File: src/rtl/ddr_mon_pkg.sv
package ddr_mon_pkg;

    typedef enum logic [4:0] {
        CMD_DESEL      = 5'd0,
        CMD_NOP        = 5'd1,
        CMD_ACT        = 5'd2,
        CMD_PRE        = 5'd3,
        CMD_PREA       = 5'd4,
        CMD_READ       = 5'd5,
        CMD_READA      = 5'd6,
        CMD_WRITE      = 5'd7,
        CMD_WRITEA     = 5'd8,
        CMD_TERM       = 5'd9,
        CMD_AREF       = 5'd10,
        CMD_SREF_ENTER = 5'd11,
        CMD_PDN_ENTER  = 5'd12,
        CMD_LP_EXIT    = 5'd13,
        CMD_LP_STAY    = 5'd14,
        CMD_MRS_BASE   = 5'd15,
        CMD_MRS_EXT    = 5'd16,
        CMD_MRS_RSVD   = 5'd17,
        CMD_CKE_BAD    = 5'd18
    } cmd_e;

    typedef enum logic [3:0] {
        VC_NONE     = 4'd0,
        VC_RFC      = 4'd1,
        VC_LOCKED   = 4'd2,
        VC_NOT_IDLE = 4'd3,
        VC_CLOSED   = 4'd4,
        VC_OPEN     = 4'd5,
        VC_RCD      = 4'd6,
        VC_RP       = 4'd7,
        VC_RRD      = 4'd8,
        VC_RC       = 4'd9,
        VC_TERM     = 4'd10,
        VC_MRS      = 4'd11,
        VC_CKE      = 4'd12
    } vcode_e;

    typedef enum logic [1:0] {
        PWR_RUN  = 2'd0,
        PWR_DOWN = 2'd1,
        PWR_SELF = 2'd2
    } pwr_e;

    typedef enum logic [1:0] {
        BK_IDLE = 2'd0,
        BK_OPEN = 2'd1,
        BK_LOCK = 2'd2
    } bank_e;

    typedef enum logic [1:0] {
        COL_NONE = 2'd0,
        COL_RD   = 2'd1,
        COL_RDA  = 2'd2,
        COL_WR   = 2'd3
    } col_e;

endpackage

File: src/rtl/ddr_cmd_decode.sv
module ddr_cmd_decode
    import ddr_mon_pkg::*;
(
    input  logic       cs_n,
    input  logic       ras_n,
    input  logic       cas_n,
    input  logic       we_n,
    input  logic       cke,
    input  logic       a10,
    input  logic [1:0] ba,
    input  pwr_e       pwr,
    output cmd_e       cmd
);

    logic [2:0] strobes;
    assign strobes = {ras_n, cas_n, we_n};

    always_comb begin
        cmd = CMD_NOP;
        if (pwr != PWR_RUN) begin
            // pins other than the clock enable are ignored in low power
            cmd = cke ? CMD_LP_EXIT : CMD_LP_STAY;
        end else if (!cke) begin
            if (!cs_n && strobes == 3'b001) begin
                cmd = CMD_SREF_ENTER;
            end else if (cs_n || strobes == 3'b111) begin
                cmd = CMD_PDN_ENTER;
            end else begin
                cmd = CMD_CKE_BAD;
            end
        end else if (cs_n) begin
            cmd = CMD_DESEL;
        end else begin
            unique case (strobes)
                3'b111: cmd = CMD_NOP;
                3'b011: cmd = CMD_ACT;
                3'b010: cmd = a10 ? CMD_PREA : CMD_PRE;
                3'b101: cmd = a10 ? CMD_READA : CMD_READ;
                3'b100: cmd = a10 ? CMD_WRITEA : CMD_WRITE;
                3'b001: cmd = CMD_AREF;
                3'b110: cmd = CMD_TERM;
                3'b000: begin
                    if (ba == 2'd0)      cmd = CMD_MRS_BASE;
                    else if (ba == 2'd1) cmd = CMD_MRS_EXT;
                    else                 cmd = CMD_MRS_RSVD;
                end
                default: cmd = CMD_NOP;
            endcase
        end
    end

endmodule

File: src/rtl/ddr_bank_slot.sv
module ddr_bank_slot
    import ddr_mon_pkg::*;
#(
    parameter int CW   = 6,
    parameter int T_RCD = 3,
    parameter int T_RP  = 3
) (
    input  logic          clk,
    input  logic          rst_n,
    input  logic          act_i,
    input  logic          pre_i,
    input  logic          lock_i,
    input  logic [CW-1:0] lock_len_i,
    output logic          open_o,
    output logic          idle_o,
    output logic          busy_o,
    output logic          rcd_ok_o,
    output logic          rp_ok_o
);

    localparam logic [CW-1:0] SAT   = '1;
    localparam logic [CW-1:0] K_RCD = CW'(T_RCD);
    localparam logic [CW-1:0] K_RP  = CW'(T_RP);
    localparam logic [CW-1:0] ONE   = CW'(1);

    typedef struct packed {
        bank_e         st;
        logic [CW-1:0] act_age;
        logic [CW-1:0] pre_age;
        logic [CW-1:0] lock;
    } slot_t;

    slot_t s_d, s_q;

    function automatic logic [CW-1:0] age_inc(input logic [CW-1:0] v);
        return (v == SAT) ? v : v + ONE;
    endfunction

    assign open_o   = (s_q.st == BK_OPEN);
    assign busy_o   = (s_q.st == BK_LOCK) && (s_q.lock > ONE);
    assign idle_o   = (s_q.st == BK_IDLE) || ((s_q.st == BK_LOCK) && (s_q.lock <= ONE));
    assign rcd_ok_o = (s_q.act_age >= K_RCD);
    assign rp_ok_o  = (s_q.pre_age >= K_RP);

    always_comb begin
        s_d         = s_q;
        s_d.act_age = age_inc(s_q.act_age);
        s_d.pre_age = age_inc(s_q.pre_age);
        if (s_q.st == BK_LOCK) begin
            if (s_q.lock != '0) s_d.lock = s_q.lock - ONE;
            if (s_q.lock <= ONE) s_d.st = BK_IDLE;
        end
        if (act_i) begin
            s_d.st      = BK_OPEN;
            s_d.act_age = ONE;
        end
        if (pre_i) begin
            s_d.st      = BK_IDLE;
            s_d.pre_age = ONE;
        end
        if (lock_i) begin
            s_d.st      = BK_LOCK;
            s_d.lock    = lock_len_i;
            s_d.pre_age = SAT;
        end
    end

    always_ff @(posedge clk or negedge rst_n) begin
        if (!rst_n) begin
            s_q.st      <= BK_IDLE;
            s_q.act_age <= SAT;
            s_q.pre_age <= SAT;
            s_q.lock    <= '0;
        end else begin
            s_q <= s_d;
        end
    end

endmodule

File: src/rtl/ddr_cmd_monitor.sv
module ddr_cmd_monitor
    import ddr_mon_pkg::*;
#(
    parameter int T_RCD     = 3,
    parameter int T_RP      = 3,
    parameter int T_RRD     = 2,
    parameter int T_RC      = 7,
    parameter int T_RFC     = 8,
    parameter int T_WR      = 2,
    parameter int BURST_LEN = 4
) (
    input  logic       clk,
    input  logic       rst_n,
    input  logic       cs_n,
    input  logic       ras_n,
    input  logic       cas_n,
    input  logic       we_n,
    input  logic       cke,
    input  logic       a10,
    input  logic [1:0] ba,
    output logic [4:0] cmd_o,
    output logic       viol_o,
    output logic [3:0] viol_code_o,
    output logic [3:0] bank_open_o,
    output logic [1:0] pwr_o
);

    localparam int NBANK   = 4;
    localparam int HALF    = BURST_LEN / 2;
    localparam int RD_LOCK = HALF + T_RP;
    localparam int WR_LOCK = HALF + T_WR + T_RP;
    localparam int SPAN    = T_RC + T_RFC + WR_LOCK + T_RRD + T_RCD + 4;
    localparam int CW      = $clog2(SPAN) + 1;

    localparam logic [CW-1:0] SAT    = '1;
    localparam logic [CW-1:0] ONE    = CW'(1);
    localparam logic [CW-1:0] K_RRD  = CW'(T_RRD);
    localparam logic [CW-1:0] K_RC   = CW'(T_RC);
    localparam logic [CW-1:0] K_RFC  = CW'(T_RFC);
    localparam logic [CW-1:0] K_HALF = CW'(HALF);
    localparam logic [CW-1:0] K_RDL  = CW'(RD_LOCK);
    localparam logic [CW-1:0] K_WRL  = CW'(WR_LOCK);

    typedef struct packed {
        cmd_e          cmd;
        logic          viol;
        vcode_e        code;
        pwr_e          pwr;
        logic [CW-1:0] act_age0;
        logic [CW-1:0] act_age1;
        logic [CW-1:0] ref_age;
        col_e          col_kind;
        logic [CW-1:0] col_age;
    } mon_t;

    mon_t m_d, m_q;

    cmd_e              cmd_now;
    logic [NBANK-1:0]  bk_open, bk_idle, bk_busy, bk_rcd_ok, bk_rp_ok;
    logic [NBANK-1:0]  act_v, pre_v, lock_v;
    logic [CW-1:0]     lock_len;

    function automatic logic [CW-1:0] age_inc(input logic [CW-1:0] v);
        return (v == SAT) ? v : v + ONE;
    endfunction

    ddr_cmd_decode u_dec (
        .cs_n  (cs_n),
        .ras_n (ras_n),
        .cas_n (cas_n),
        .we_n  (we_n),
        .cke   (cke),
        .a10   (a10),
        .ba    (ba),
        .pwr   (m_q.pwr),
        .cmd   (cmd_now)
    );

    for (genvar b = 0; b < NBANK; b++) begin : g_bank
        ddr_bank_slot #(
            .CW    (CW),
            .T_RCD (T_RCD),
            .T_RP  (T_RP)
        ) u_slot (
            .clk        (clk),
            .rst_n      (rst_n),
            .act_i      (act_v[b]),
            .pre_i      (pre_v[b]),
            .lock_i     (lock_v[b]),
            .lock_len_i (lock_len),
            .open_o     (bk_open[b]),
            .idle_o     (bk_idle[b]),
            .busy_o     (bk_busy[b]),
            .rcd_ok_o   (bk_rcd_ok[b]),
            .rp_ok_o    (bk_rp_ok[b])
        );
    end

    logic nop_like, all_idle, term_ok, rfc_open;
    vcode_e code;

    assign nop_like = (cmd_now == CMD_DESEL) || (cmd_now == CMD_NOP) ||
                      (cmd_now == CMD_LP_STAY) || (cmd_now == CMD_LP_EXIT);
    assign all_idle = &bk_idle;
    assign term_ok  = (m_q.col_kind == COL_RD) && (m_q.col_age < K_HALF);
    assign rfc_open = (m_q.ref_age < K_RFC);

    // rule checks, lowest code first
    always_comb begin
        code = VC_NONE;
        if (!nop_like && rfc_open) begin
            code = VC_RFC;
        end else begin
            unique case (cmd_now)
                CMD_ACT: begin
                    if (bk_busy[ba])                 code = VC_LOCKED;
                    else if (!bk_idle[ba])           code = VC_OPEN;
                    else if (!bk_rp_ok[ba])          code = VC_RP;
                    else if (m_q.act_age0 < K_RRD)   code = VC_RRD;
                    else if (m_q.act_age1 < K_RC)    code = VC_RC;
                end
                CMD_PRE: begin
                    if (bk_busy[ba]) code = VC_LOCKED;
                end
                CMD_PREA: begin
                    if (|bk_busy) code = VC_LOCKED;
                end
                CMD_READ, CMD_READA, CMD_WRITE, CMD_WRITEA: begin
                    if (bk_busy[ba])         code = VC_LOCKED;
                    else if (!bk_open[ba])   code = VC_CLOSED;
                    else if (!bk_rcd_ok[ba]) code = VC_RCD;
                end
                CMD_TERM: begin
                    if (!term_ok) code = VC_TERM;
                end
                CMD_AREF, CMD_SREF_ENTER, CMD_PDN_ENTER, CMD_MRS_BASE, CMD_MRS_EXT: begin
                    if (!all_idle) code = VC_NOT_IDLE;
                end
                CMD_MRS_RSVD: begin
                    code = all_idle ? VC_MRS : VC_NOT_IDLE;
                end
                CMD_CKE_BAD: code = VC_CKE;
                default: code = VC_NONE;
            endcase
        end
    end

    // state update, applied only for legal commands
    always_comb begin
        m_d          = m_q;
        m_d.cmd      = cmd_now;
        m_d.code     = code;
        m_d.viol     = (code != VC_NONE);
        m_d.act_age0 = age_inc(m_q.act_age0);
        m_d.act_age1 = age_inc(m_q.act_age1);
        m_d.ref_age  = age_inc(m_q.ref_age);
        m_d.col_age  = age_inc(m_q.col_age);
        act_v        = '0;
        pre_v        = '0;
        lock_v       = '0;
        lock_len     = K_RDL;
        if (code == VC_NONE) begin
            unique case (cmd_now)
                CMD_ACT: begin
                    act_v[ba]    = 1'b1;
                    m_d.act_age1 = age_inc(m_q.act_age0);
                    m_d.act_age0 = ONE;
                end
                CMD_PRE:  pre_v[ba] = bk_open[ba];
                CMD_PREA: pre_v     = bk_open;
                CMD_READ: begin
                    m_d.col_kind = COL_RD;
                    m_d.col_age  = ONE;
                end
                CMD_READA: begin
                    m_d.col_kind = COL_RDA;
                    m_d.col_age  = ONE;
                    lock_v[ba]   = 1'b1;
                    lock_len     = K_RDL;
                end
                CMD_WRITE: begin
                    m_d.col_kind = COL_WR;
                    m_d.col_age  = ONE;
                end
                CMD_WRITEA: begin
                    m_d.col_kind = COL_WR;
                    m_d.col_age  = ONE;
                    lock_v[ba]   = 1'b1;
                    lock_len     = K_WRL;
                end
                CMD_TERM:       m_d.col_kind = COL_NONE;
                CMD_AREF:       m_d.ref_age  = ONE;
                CMD_SREF_ENTER: m_d.pwr      = PWR_SELF;
                CMD_PDN_ENTER:  m_d.pwr      = PWR_DOWN;
                CMD_LP_EXIT:    m_d.pwr      = PWR_RUN;
                default: ;
            endcase
        end
    end

    always_ff @(posedge clk or negedge rst_n) begin
        if (!rst_n) begin
            m_q.cmd      <= CMD_DESEL;
            m_q.viol     <= 1'b0;
            m_q.code     <= VC_NONE;
            m_q.pwr      <= PWR_RUN;
            m_q.act_age0 <= SAT;
            m_q.act_age1 <= SAT;
            m_q.ref_age  <= SAT;
            m_q.col_kind <= COL_NONE;
            m_q.col_age  <= SAT;
        end else begin
            m_q <= m_d;
        end
    end

    assign cmd_o       = m_q.cmd;
    assign viol_o      = m_q.viol;
    assign viol_code_o = m_q.code;
    assign bank_open_o = bk_open;
    assign pwr_o       = m_q.pwr;

endmodule

File: config.mk
export PLATFORM = sky130hd
export DESIGN_NAME = ddr_cmd_monitor
export DESIGN_NICKNAME = d
export VERILOG_FILES = /design/src/rtl/ddr_mon_pkg.sv /design/src/rtl/ddr_cmd_decode.sv /design/src/rtl/ddr_bank_slot.sv /design/src/rtl/ddr_cmd_monitor.sv
export SDC_FILE = /design/constraint.sdc
export NUM_CORES = 1
export LEC_CHECK = 0
export ABC_AREA = 1
export ABC_CLOCK_PERIOD_IN_PS = 6350
export BUFFER_PORTS_ARGS = -buffer_cell sky130_fd_sc_hd__buf_2
export CAP_MARGIN = 40
export CORE_ASPECT_RATIO = 0.75
export CORE_MARGIN = 5
export CORE_UTILIZATION = 55
export DETAILED_ROUTE_END_ITERATION = 8
export PLACE_DENSITY = 0.79
export SETUP_SLACK_MARGIN = 0.2
export SYNTH_ARGS = -nofsm -noshare
export SYNTH_HDL_FRONTEND = slang
export SYNTH_SLANG_ARGS = --single-unit
File: constraint.sdc
create_clock -name clk -period 6.35 [get_ports clk]
set_clock_uncertainty 0.1 [all_clocks]
set_input_delay 0.635 -clock clk [delete_from_list [all_inputs] [get_ports clk]]
set_output_delay 0.635 -clock clk [all_outputs]
set_load 0.05 [all_outputs]
* Word level (Yosys, flattened, before mapping) *
Index checks and enable logic that the tools add are counted.

storage, ports and cells
  register bits = 118
  latch bits = 0
  bits in writable memories = 0
  memory bits (read-only) = 0
  word-level logic and storage cells = 290
  memories kept = 0

cells by class
  add/subtract/negate cells = 16
  multipliers = 0
  div/mod/pow operators = 0
  magnitude comparators = 22
  equality and inequality tests = 55
  shift operators = 0
  muxes and demuxes = 101
  bitwise gates (word level) = 1
  reduce and logical (&&, ||, !) cells = 70

operators by type and width
  operator             count
  $mux 6               26
  $add 6x1->6 const B  12
  $eq 6x6->1 const B   12
  $mux 12              5
  $mux 4               14
  $ge 6x2->1 const B   8
  $mux 2               23
  $eq 5x4->1 const B   8
  $pmux 5 s8           1
  $reduce_bool 4->1    10
  $mux 8               4
  $pmux 4 s8           1
  $mux 5               6
  $mux 26              1
  $gt 6x1->1 const B   4
  $le 6x1->1 const B   4
  $reduce_bool 6->1    4
  $sub 6x1->6 const B  4
  $eq 5x3->1 const B   4
  $reduce_and 2->1     10
  $reduce_bool 2->1    9
  $eq 5x5->1 const B   3
  $eq 2x1->1 const B   6
  $eq 3x3->1 const B   4
  32 further kinds     82

* Depth between registers and ports, before layout *
Gate-level depths: netlist (run 1).

  word-level depth = 19
  mapped depth = 21
  depth with buffers taken out = 21

* Hierarchy *
From an unflattened synthesis (run 1), not the netlist that was laid out.

second synthesis, totals
  cell total of the unflattened synthesis = 1,125
  area total of the unflattened synthesis = 8,066.5 um2

by module, submodules not included
  module           instances  cells each  area an instance (um2)  seq. area each (um2)
  ddr_bank_slot    4          159         1,247.4                 515.5
  ddr_cmd_monitor  1          427         2,798.9                 980.9
  ddr_cmd_decode   1          62          277.8                   0.0

* Least setup slack after synthesis (run 1) *
Ideal clock, no wire load.

  path kind = input-to-reg
  start = input port we_n
  end = register g_bank[3].u_slot.s_q[8] (netlist name)
  arrival = 2,671 ps
  required time = 6,171 ps
  slack = 3,500 ps
  cell stages on the path = 18
  cell sequence = buf_4 > nor2_2 > nand3_1 > nand2_4 > nor2_1 > nor2_2 > nor2_1 > nand3_1 > nor2_4 > nand2_1 > nand4_1 > o21ai_4 > inv_2 > nor2_4 > buf_6 > nand2_4 > a21oi_2 > nand2_1

between the ends
  cells in the longest elaborated chain, start to end = 17
  elaborated cells on any way between the ends = 53
  those cells by class = eq/ne: 26; mux: 14; reduce/logical: 13

ends and longest elaborated chain
  what                                                line                   text
  start: declaration                                  ddr_cmd_monitor.sv:17  input logic we_n,
  branches (longest 4 deep; another with $pmux 5 s8)  --
  $mux 5 (*)                                          ddr_cmd_decode.sv:23   end else if (!cke) begin
  $mux 5 (*)                                          ddr_cmd_decode.sv:20   if (pwr != PWR_RUN) begin
  branches (longest 11 deep; another with $mux 12)    --
  end: declaration                                    ddr_bank_slot.sv:33    slot_t s_d, s_q;

Every way passes the cells marked *.
A chain may end at the register's enable or synchronous reset.

* Worst setup path in the final report (run 1) *
  start = register g_bank[2].u_slot.s_q[0] (netlist name)
  end = register g_bank[1].u_slot.s_q[1] (netlist name)

between the ends
  cells in the longest elaborated chain, start to end = 13
  elaborated cells on any way between the ends = 27
  those cells by class = order compare: 2; mux: 16; reduce/logical: 9

ends and longest elaborated chain
  what                          line                    text
  start: declaration            ddr_bank_slot.sv:33
  $le 6x1->1                    ddr_bank_slot.sv:41     assign idle_o = (s_q.st == BK_IDLE) || ((s_q.st == BK_LOCK) && (s_q.lock <= ONE));
  $logic_and 1x1->1             ddr_bank_slot.sv:41
  $logic_or 1x1->1              ddr_bank_slot.sv:41
  $bmux 1 s2                    ddr_cmd_monitor.sv:117  else if (!bk_idle[ba]) code = VC_OPEN;
  $mux 1 (not written as such)  ddr_cmd_monitor.sv:117
  $mux 4                        ddr_cmd_monitor.sv:117
  $mux 4                        ddr_cmd_monitor.sv:116  if (bk_busy[ba]) code = VC_LOCKED;
  $pmux 4 s8 (*)                ddr_cmd_monitor.sv:114  unique case (cmd_now)
  $mux 4 (*)                    ddr_cmd_monitor.sv:111  if (!nop_like && rfc_open) begin
  $logic_not 4->1 (*)           ddr_cmd_monitor.sv:162  if (code == VC_NONE) begin
  $mux 4                        ddr_cmd_monitor.sv:162
  $reduce_bool 2->1 (no line)   --
  $reduce_and 2->1 (no line)    --
  end: declaration              ddr_bank_slot.sv:33

Every way passes the cells marked *; elsewhere a longest branch is shown, timed or not. The select of a mux whose other input is x is not followed.

==> summary.txt, run 1 <==
Root Buffer -> clkbuf_16
Postcts setup bufs -> 0
Avg Synthesized Cell Area -> 7.276 um^2
Total grt overflow -> 0
Top cell type's share of synthesized area -> 0.2481
Post-synthesis sequential area ratio -> 0.3991
CTS Hold Bufs -> 0
Initial Util -> 0.5583
Layout fillers -> 1180
Clk pin slew, worst setup/hold paths -> 0.05 ns
Critical Path End Type -> register
Number of synthesized flops with an enable pin -> 0
Hold crit path type -> in2async
Routed vias/inst -> 5.286
Synth cell count leaders -> nand2_1, inv_1, nor2_1
Met1 GRT Util -> 0.3099
Layout cells sized above 1 -> 0.1806
Run status -> finished, final reports clean
Startpoint Class -> register
Fin nets -> 1102
1st-iter DRT viols -> 556
Most common cell in the synthesized netlist -> nand2_1
Maximum VDD drop -> 292.0 uV
FF+latch count, synth -> 118
Die area -> 16340 um^2
Int Pwr -> 0.002823 W
Slew Limit Headroom -> 0.5956
Place WS -> 2.552 ns
Critical Path RT -> 6.59 ns
Final ANT Viol Nets -> 0
1st-pass router iterations -> 6
Period utilization -> 0.5565
Core Area -> 13660 um^2
Sequential power share -> 0.316
Logic pwr share -> 0.477
Synthesized area -> 7625 um^2
Synth warn -> 0
Slew @ Worst Pin -> 0.6067 ns
R2r worst-path depth -> 18
Initial antenna violation count -> 0
Sw Ratio -> 0.4383
Max Freq -> 283.0 MHz
Largest net degree at the start of global routing -> 63
Input/output buffers -> 25
Ys flop type -> dfstp_2
DR vias -> 6660
Num CTS Buffers -> 17
CP arrival -> 3.78 ns
First-pass GRT wire length -> 29.00 mm
M3 GR Usage -> 0.05126
CTS tree -> done
Final wirelength -> 16.62 mm
Synth Instances -> 1048
# setup viols final -> 0
Crit-path max FO -> 14
Clock share of power -> 0.207
Avg WL per Cell -> 13.19 um
Met2 usage in global routing -> 0.3177
Clk buf depth -> 2
CTS HTree Levels -> 4
Psw -> 0.002203 W
Die Height -> 112.0 um
RSZ-0062 raised after global routing -> false
Die Span X -> 146.0 um
Final Max Slew Viols -> 0
Final Hold Viols -> 0
Lkg Pwr -> 4.381 nW
Asr flop ratio synth -> 1.000
Final min period -> 3.534 ns
Total GRT Usage -> 0.2139
Global routing's busiest layer -> met2
Clock sinks -> 118
Max cap viols -> 0
Detailed placer's ending HPWL -> 12.24 mm
Vias in the first global route -> 6240
Post-synth top area cell -> dfstp_2
Synth cell types -> 43
Final setup margin -> 2.816 ns
Residual DRC count -> 0
Area growth, synth to finish -> 11.29%
RePlAce Congestion -> 0.9050
Row cnt -> 37
TNS Setup -> 0 ns
Cts repair resizes -> 0
Syn Nets -> 1078
Synth top area cells -> dfstp_2, dfrtp_1, nand2_1
Crit Path Class -> reg2reg
Pwr dens -> 592.3 nW/um^2
# IOs -> 26
Antenna diodes -> 0
Clk_lat worst skew -> 0.42 ns
## state kept, by name (all words and copies together), names as in the netlist
signal	count
g_bank.u_slot.s_q	80
viol_o	1
m_q	26
cmd_o	5
viol_code_o	4
pwr_o	2
## worst max-delay path, stage by stage (launching register included)
cell and delay [ns]:
dfrtp_1 0.35, inv_1 0.08, ha_1 0.27, or2_2 0.32
nand2_1 0.12, nand3_1 0.09, nand4_1 0.18, inv_1 0.12
nand3_1 0.09, nor2_1 0.04, nor2_1 0.08, nand2_1 0.10
o21ai_4 0.28, inv_2 0.08, nor2_4 0.44, nand2_1 0.41
nand2_1 0.16, inv_1 0.05, a21oi_1 0.10
## power groups by stage
stage | Combinational [W] | Clock [W] | Sequential (W)
2_1_floorplan | 0.00202 | 0 | 0.00153
3_3_place_gp | 0.00231 | 0 | 0.00158
3_5_place_dp | 0.00237 | 0 | 0.00159
4_1_cts | 0.00239 | 0.00106 | 0.00159
5_1_grt | 0.00274 | 0.00110 | 0.00164
6_report | 0.00240 | 0.00104 | 0.00159
## cell families (layout without fill, tap and decap cells)
kind of cell             count (synthesis)  count (layout)  synth area share
flip-flops                             118             118            0.3991
AO/OA/AOI/OAI                          104             104           0.07893
adder cells (fa/ha/maj)                 20              20           0.03282
AND/OR/NAND/NOR                        589             589            0.3549
buffers and inverters                  192             229            0.1055
XOR/XNOR                                25              25           0.02872
## layout by cell type, fill, tap and decap left out, types with 2 or more instances in the layout
| cell type | Yosys | final |
|---|---|---|
| nand2_1 | 239 | 239 |
| inv_1 | 158 | 158 |
| nor2_1 | 133 | 133 |
| nand3_1 | 113 | 113 |
| dfstp_2 | 72 | 72 |
| dfrtp_1 | 46 | 46 |
| o21ai_0 | 41 | 41 |
| a21oi_1 | 34 | 34 |
| buf_2 | 5 | 24 |
| nand4_1 | 21 | 21 |
| xor2_1 | 21 | 21 |
| ha_1 | 20 | 20 |
| nor3_1 | 19 | 19 |
| clkbuf_16 | 0 | 17 |
| nor2_2 | 14 | 14 |
| nand2_2 | 10 | 10 |
| nand3b_1 | 10 | 10 |
| inv_2 | 9 | 9 |
| or2_2 | 8 | 8 |
| o21ai_1 | 8 | 8 |
| nand3_2 | 6 | 6 |
| bufinv_16 | 0 | 5 |
| clkinv_2 | 0 | 5 |
| nand2_4 | 4 | 4 |
| o211ai_1 | 4 | 4 |
| xnor2_1 | 4 | 4 |
| o21ai_2 | 3 | 3 |
| nor2_4 | 3 | 3 |
| o32ai_1 | 3 | 3 |
| nand4_2 | 3 | 3 |
| clkbuf_1 | 0 | 3 |
| buf_4 | 16 | 3 |
| o2111ai_1 | 2 | 2 |
| o21ai_4 | 2 | 2 |
| o21a_1 | 2 | 2 |
| nor3b_1 | 2 | 2 |
| nand3_4 | 2 | 2 |
| clkbuf_8 | 0 | 2 |
## worst paths after layout
path                                                      startpoint                                   end  slack [ns]
worst min-delay path                                           rst_n              viol_code_o[1]$_DFF_PN0_        0.14
min in group clk                g_bank[3].u_slot.s_q[13]$_DFFE_PN1P_  g_bank[3].u_slot.s_q[13]$_DFFE_PN1P_        0.40
worst min register to register  g_bank[3].u_slot.s_q[13]$_DFFE_PN1P_  g_bank[3].u_slot.s_q[13]$_DFFE_PN1P_        0.40
worst max register to register   g_bank[2].u_slot.s_q[0]$_DFFE_PN0P_   g_bank[1].u_slot.s_q[1]$_DFFE_PN0P_        2.82
worst max-delay path             g_bank[2].u_slot.s_q[0]$_DFFE_PN0P_   g_bank[1].u_slot.s_q[1]$_DFFE_PN0P_        2.82
max in group asynchronous                                      rst_n   g_bank[2].u_slot.s_q[8]$_DFFE_PN1P_        5.02
## routing by layer
layer	routed length [um]	vias up	share of wire
met2	7055	182	0.42
met5	0	-	0
li1	-	3388	-
met1	8259	3062	0.50
met4	295	0	0.018
met3	1005	28	0.060
## per-stage QoR
step | utilization | cells | hold WS, ns | area [um^2] | power [W]
floorplan | - | 1048 | 0.2394 | 7625 | 0.003557
global placement | 0.5725 | 1227 | 0.3838 | 7819 | 0.003888
detailed placement | 0.5745 | 1228 | 0.3852 | 7846 | 0.003959
CTS | 0.6213 | 1260 | 0.1420 | 8486 | 0.005036
global route | 0.6213 | 1260 | 0.1807 | 8486 | 0.005481
finish | 0.6213 | 1260 | 0.1399 | 8486 | 0.005026
## layout make-up
cell class / count / area, um^2 / share of cell area
clock inverter: 10 / 175.2 / 0.02064
timing repair buffer: 28 / 170.2 / 0.02005
clock buffer: 22 / 464.2 / 0.05470
sequential: 118 / 3043 / 0.3586
inverter: 169 / 636.9 / 0.07505
multi-input combinational: 738 / 3777 / 0.4451
tap: 175 / 219.0 / 0.02580
No activity file was read; power rests on OpenSTA's default activity.
==> run 2, diff against run 1 <==
Settings changed: ABC_CLOCK_PERIOD_IN_PS 6350 to 3300.
Clock period 6.35 ns to 3.3 ns, I/O delays scaled along.
==> run 2 against run 1 <==
Compared with the run above:
- sequential share of layout area is 1.5 points lower
- setup slack worse by 2.5 ns
- global-route usage is 0.36 points higher
- power is 100% higher
- clock-buffer cell count is 1 higher
- die area stayed put
- worst hold slack better by 0.12 ns
- highest routed layer unchanged
- register-to-register slack worse by 2.5 ns
- sequential power is 92% higher
- via count is 3.4% higher
- largest cell class unchanged
- cell area is 4.2% higher
==> summary.txt, run 2 (synthesis gave the netlist of run 1 again) <==
Run status -> finished, final reports clean
CTS HTree Levels -> 4
Max reg flops -> 80
Clock sinks -> 118
Final Power -> 0.01030 W
DR vias -> 6886
Period utilization -> 0.8903
Startpoint Class -> register
Residual DRC count -> 0
Lkg Pwr -> 4.516 nW
First-pass GRT wire length -> 29.53 mm
CP arrival -> 3.19 ns
Vias in the first global route -> 6509
Root Buffer -> clkbuf_16
Commonest non-fill, non-tap cell in the layout -> nand2_1
Final min period -> 2.938 ns
Cell mode on critical path -> nand2_1
Most frequent cells in the layout -> nand2_1, inv_1, nor2_1
Detailed placer's ending HPWL -> 12.26 mm
CP delay by family, top -> simple AND/OR/NAND/NOR gates
Num CTS Buffers -> 17
Initial Util -> 0.5583
1st-pass router iterations -> 5
Maximum VDD drop -> 610.6 uV
Total grt overflow -> 0
Critical path's slowest cell -> dfrtp_1
Area growth, synth to finish -> 16.00%
Crit-path max FO -> 14
Final Hold Viols -> 0
Max Freq -> 340.4 MHz
Die Span X -> 146.0 um
Slew Limit Headroom -> 0.5034
Routed vias/inst -> 5.350
Clk pin slew, worst setup/hold paths -> 0.05 ns
RePlAce Congestion -> 0.9391
Final ANT Viol Nets -> 0
Final Max Slew Viols -> 0
RSZ-0062 raised after global routing -> false
Antenna diodes -> 0
Input/output buffers -> 25
Hold crit path type -> in2reg
Avg WL per Cell -> 13.37 um
Initial antenna violation count -> 0
Clk_lat worst skew -> 0.42 ns
Top reg by flops -> g_bank.u_slot.s_q
Fin nets -> 1129
Max cap viols -> 0
Crit Path Class -> reg2reg
Die Height -> 112.0 um
# setup viols final -> 0
1st-iter DRT viols -> 547
Critical Path End Type -> register
CTS tree -> done
# IOs -> 26
TNS Setup -> 0 ns
Final core occ -> 0.6476
Pwr dens -> 1165 nW/um^2
Slew @ Worst Pin -> 0.7448 ns
Largest net degree at the start of global routing -> 61
Die area -> 16340 um^2
Total GRT Usage -> 0.2175
Clk buf depth -> 2
Core Area -> 13660 um^2
Final wirelength -> 17.20 mm
Critical Path RT -> 3.56 ns
CP bufs+invs -> 3
CP cell instances -> inv_2 -> ha_1 -> or2_4 -> nand3_1 -> nand3_1 -> nand2_1 -> nor2_2 -> nand2_1 -> nand2_1 -> nand2_1 -> nand2_1 -> nor2_1 -> nand2_1 -> o21ai_4 -> buf_4 -> nand4_4 -> buf_12 -> nand3_1 -> nand2_1 -> nand2_1
Delay of the slowest critical-path stage -> 0.39 ns
Row cnt -> 37
Layout cells sized above 1 -> 0.2266
-- run 2: cell type report --
cell class	count	area, um^2
Fill cell	1149	4812
Inverter	169	636.9
Sequential cell	118	3043
Multi-Input combinational cell	738	3950
Timing Repair Buffer	55	387.9
Clock inverter	9	150.1
Tap cell	175	219.0
Clock buffer	23	457.9
-- run 2: final timing paths --
path,from,slack [ns],endpoint,cells past startpoint
max,g_bank[3].u_slot.s_q[1]$_DFFE_PN0P_,0.36,g_bank[0].u_slot.s_q[7]$_DFFE_PN1P_,20
min,cke,0.26,pwr_o[0]$_DFFE_PN0P_,4
max reg2reg,g_bank[3].u_slot.s_q[1]$_DFFE_PN0P_,0.36,g_bank[0].u_slot.s_q[7]$_DFFE_PN1P_,20
min reg2reg,g_bank[1].u_slot.s_q[13]$_DFFE_PN1P_,0.40,g_bank[1].u_slot.s_q[13]$_DFFE_PN1P_,2
max in group asynchronous,rst_n,1.87,g_bank[1].u_slot.s_q[13]$_DFFE_PN1P_,3
min in group asynchronous,rst_n,0.43,g_bank[0].u_slot.s_q[4]$_DFFE_PN0P_,2
-- run 2: tightest hold or removal path, stage by stage --
cell and delay (ns):
buf_2 0.15, inv_2 0.07, nor2_1 0.07, a21oi_1 0.11
-- run 2: what timing repair did --
item,in CTS,in global routing
cloned,0,0
setup endpoints to repair,1,106
endpoints found under the hold margin,17,0
hold buffers,1,0
pin swaps,0,9
resized for setup,1,50
buffers inserted,0,15
-- run 2: layer usage --
| metal | part of all wire | wire length, um | global-route usage |
|---|---|---|---|
| met5 | 0 | 0 | 0 |
| met4 | 0.022 | 380 | 0.06894 |
| met3 | 0.072 | 1243 | 0.05696 |
| met2 | 0.44 | 7650 | 0.3407 |
| met1 | 0.46 | 7928 | 0.2964 |
-- run 2: power by group --
| part | internal [W] | switching (W) |
|---|---|---|
| sequential | 0.00252 | 0.000545 |
| clock | 0.00128 | 0.000644 |
| combinational | 0.00196 | 0.00336 |
-- run 2: through the flow --
step                hold slack [ns]  worst slack, ns  std cells  area, um^2
floorplan                  -0.06559           0.6492       1048        7625
global placement             0.3439           0.2915       1239        7934
detailed placement           0.3424           0.1843       1239        7934
CTS                          0.2202           0.2038       1272        8554
global route                 0.3188           0.1757       1287        8845
finish                       0.2579           0.3620       1287        8845
==> run 3, diff against run 2 <==
Settings changed: CELL_PAD_IN_SITES_DETAIL_PLACEMENT from default to 1, CELL_PAD_IN_SITES_GLOBAL_PLACEMENT from default to 2, CORE_UTILIZATION 55 to 37, PLACE_DENSITY 0.79 to 0.88.
==> run 3 against run 2 <==
Compared with the run above:
- non-clock buffer count up 12
- cell area up 2.7%
- critical path type unchanged
- largest cell class unchanged
- combinational power increased by 4.1%
- setup slack got worse by 0.039 ns
==> summary.txt, run 3 (synthesis gave the netlist of run 1 again) <==
Critical path's slowest cell -> dfrtp_1
Root Buffer -> clkbuf_16
Vias in the first global route -> 7125
Final min period -> 2.977 ns
Period utilization -> 0.9022
Total GRT Usage -> 0.1837
Core Area -> 20270 um^2
Avg WL per Cell -> 15.57 um
Input/output buffers -> 25
TNS Setup -> 0 ns
R2r worst-path depth -> 18
Max Freq -> 335.9 MHz
CP startpoint -> g_bank[0].u_slot.s_q[0]$_DFFE_PN0P_
Detailed placer's ending HPWL -> 15.83 mm
Residual DRC count -> 0
RePlAce Congestion -> 0.8479
WP depth -> 18
Final Max Slew Viols -> 0
Row cnt -> 45
Slew Limit Headroom -> 0.4915
Most frequent cells in the layout -> nand2_1, inv_1, nor2_1
Run status -> finished, final reports clean
Cell mode on critical path -> nand2_1
Fin nets -> 1141
CTS tree -> done
Slew @ Worst Pin -> 0.7604 ns
Routed vias/inst -> 4.994
CTS HTree Levels -> 4
Critical Path RT -> 3.54 ns
Crit Path Class -> reg2reg
Area growth, synth to finish -> 19.08%
Lkg Pwr -> 4.559 nW
RSZ-0062 raised after global routing -> true
Commonest non-fill, non-tap cell in the layout -> nand2_1
Largest net degree at the start of global routing -> 61
Hold WS -> 0.3175 ns
Initial antenna violation count -> 0
Die Height -> 134.3 um
Pwr dens -> 1167 nW/um^2
Final ANT Viol Nets -> 0
CP cell instances -> buf_4 -> ha_1 -> or2_2 -> nand3_1 -> nand3_1 -> nand2_1 -> nor2_1 -> nand2_1 -> nor2_1 -> nand2_1 -> nand4_1 -> o21ai_4 -> buf_12 -> nand3_2 -> nor2_4 -> buf_4 -> nand2_1 -> a21boi_1
Cell area after layout -> 9080 um^2
Startpoint Class -> register
1st-pass router iterations -> 4
Maximum VDD drop -> 396.6 uV
Clk_lat worst skew -> 0.42 ns
Top reg by flops -> g_bank.u_slot.s_q
Max cap viols -> 0
CP bufs+invs -> 3
1st-iter DRT viols -> 342
Layout fillers -> 2555
Delay of the slowest critical-path stage -> 0.37 ns
Area of the multi-input gates -> 3956 um^2
Max reg flops -> 80
Final Hold Viols -> 0
Final Power -> 0.01060 W
Worst r2r src -> g_bank[0].u_slot.s_q[0]$_DFFE_PN0P_
Clk pin slew, worst setup/hold paths -> 0.06 ns
Clock sinks -> 118
CP arrival -> 3.21 ns
Die area -> 23610 um^2
Total grt overflow -> 0
Crit-path max FO -> 6
# setup viols final -> 0
Num CTS Buffers -> 17
Clk buf depth -> 2
# IOs -> 26
Initial Util -> 0.3762
Die Span X -> 175.8 um
First-pass GRT wire length -> 35.51 mm
Post-DP Area -> 8063 um^2
Hold crit path type -> in2async
Final wirelength -> 21.52 mm
DR vias -> 6902
CP delay by family, top -> simple AND/OR/NAND/NOR gates
Layout cells sized above 1 -> 0.2340
Storage cell area -> 3043 um^2
Critical Path End Type -> register
Antenna diodes -> 0
run 3: cell count changes in the layout (fill, tap and decap cells not counted), sizes merged:
cell / change
clkinv: +1
buf: +11
clkbuf: +2
clkinvlp: -1
bufinv: -1
run 3: per-stage QoR:
| stage | utilization | setup slack (ns) | instances |
|---|---|---|---|
| 3_3_place_gp | 0.3978 | 0.07923 | 1327 |
| 6_report | 0.4480 | 0.3229 | 1382 |
| 3_5_place_dp | 0.3978 | 0.08841 | 1327 |
| 5_1_grt | 0.4480 | 0.1386 | 1382 |
| 4_1_cts | 0.4302 | 0.2044 | 1361 |
| 2_1_floorplan | - | 0.6492 | 1048 |
run 3: cell type report:
cell class / count / area share
Multi-Input combinational cell: 738 / 0.4357
Sequential cell: 118 / 0.3351
Inverter: 169 / 0.07014
Clock buffer: 24 / 0.05539
Timing Repair Buffer: 67 / 0.05512
Tap cell: 258 / 0.03555
Clock inverter: 8 / 0.01295
run 3: path summary, 6_finish.rpt:
kind,endpoint,slack (ns)
setup / recovery,g_bank[1].u_slot.s_q[18]$_DFFE_PN0P_,0.32
hold / removal,g_bank[2].u_slot.s_q[5]$_DFFE_PN0P_,0.32
setup reg to reg,g_bank[1].u_slot.s_q[18]$_DFFE_PN0P_,0.32
hold reg to reg,m_q[9]$_DFF_PN1_,0.40
max in group asynchronous,m_q[0]$_DFF_PN1_,2.00
min in group clk,pwr_o[0]$_DFFE_PN0P_,0.32
run 3: report_power, final:
part	switching, W	internal (W)	leakage (nW)
registers	0.000563	0.00252	1.32
logic	0.00353	0.00201	2.93
clock network	0.000693	0.00129	0.305
total	0.00478	0.00582	4.56
run 3: layer usage:
metal,share of wire,routed length [um],GRT usage,vias to the layer above
met2,0.46,9792,0.2966,66
met3,0.026,554,0.03043,24
met4,0.010,220,0.04459,0
met5,0,0,0,-
met1,0.51,10950,0.2585,3348
li1,-,-,-,3464
run 3: timing repair:
action,in CTS,in global routing
setup buffers,1,20
endpoints found under the setup margin,10,103
hold endpoints to repair,11,0
gates cloned,0,1
resized for setup,2,46
hold buffers,1,0
pin swaps,1,13
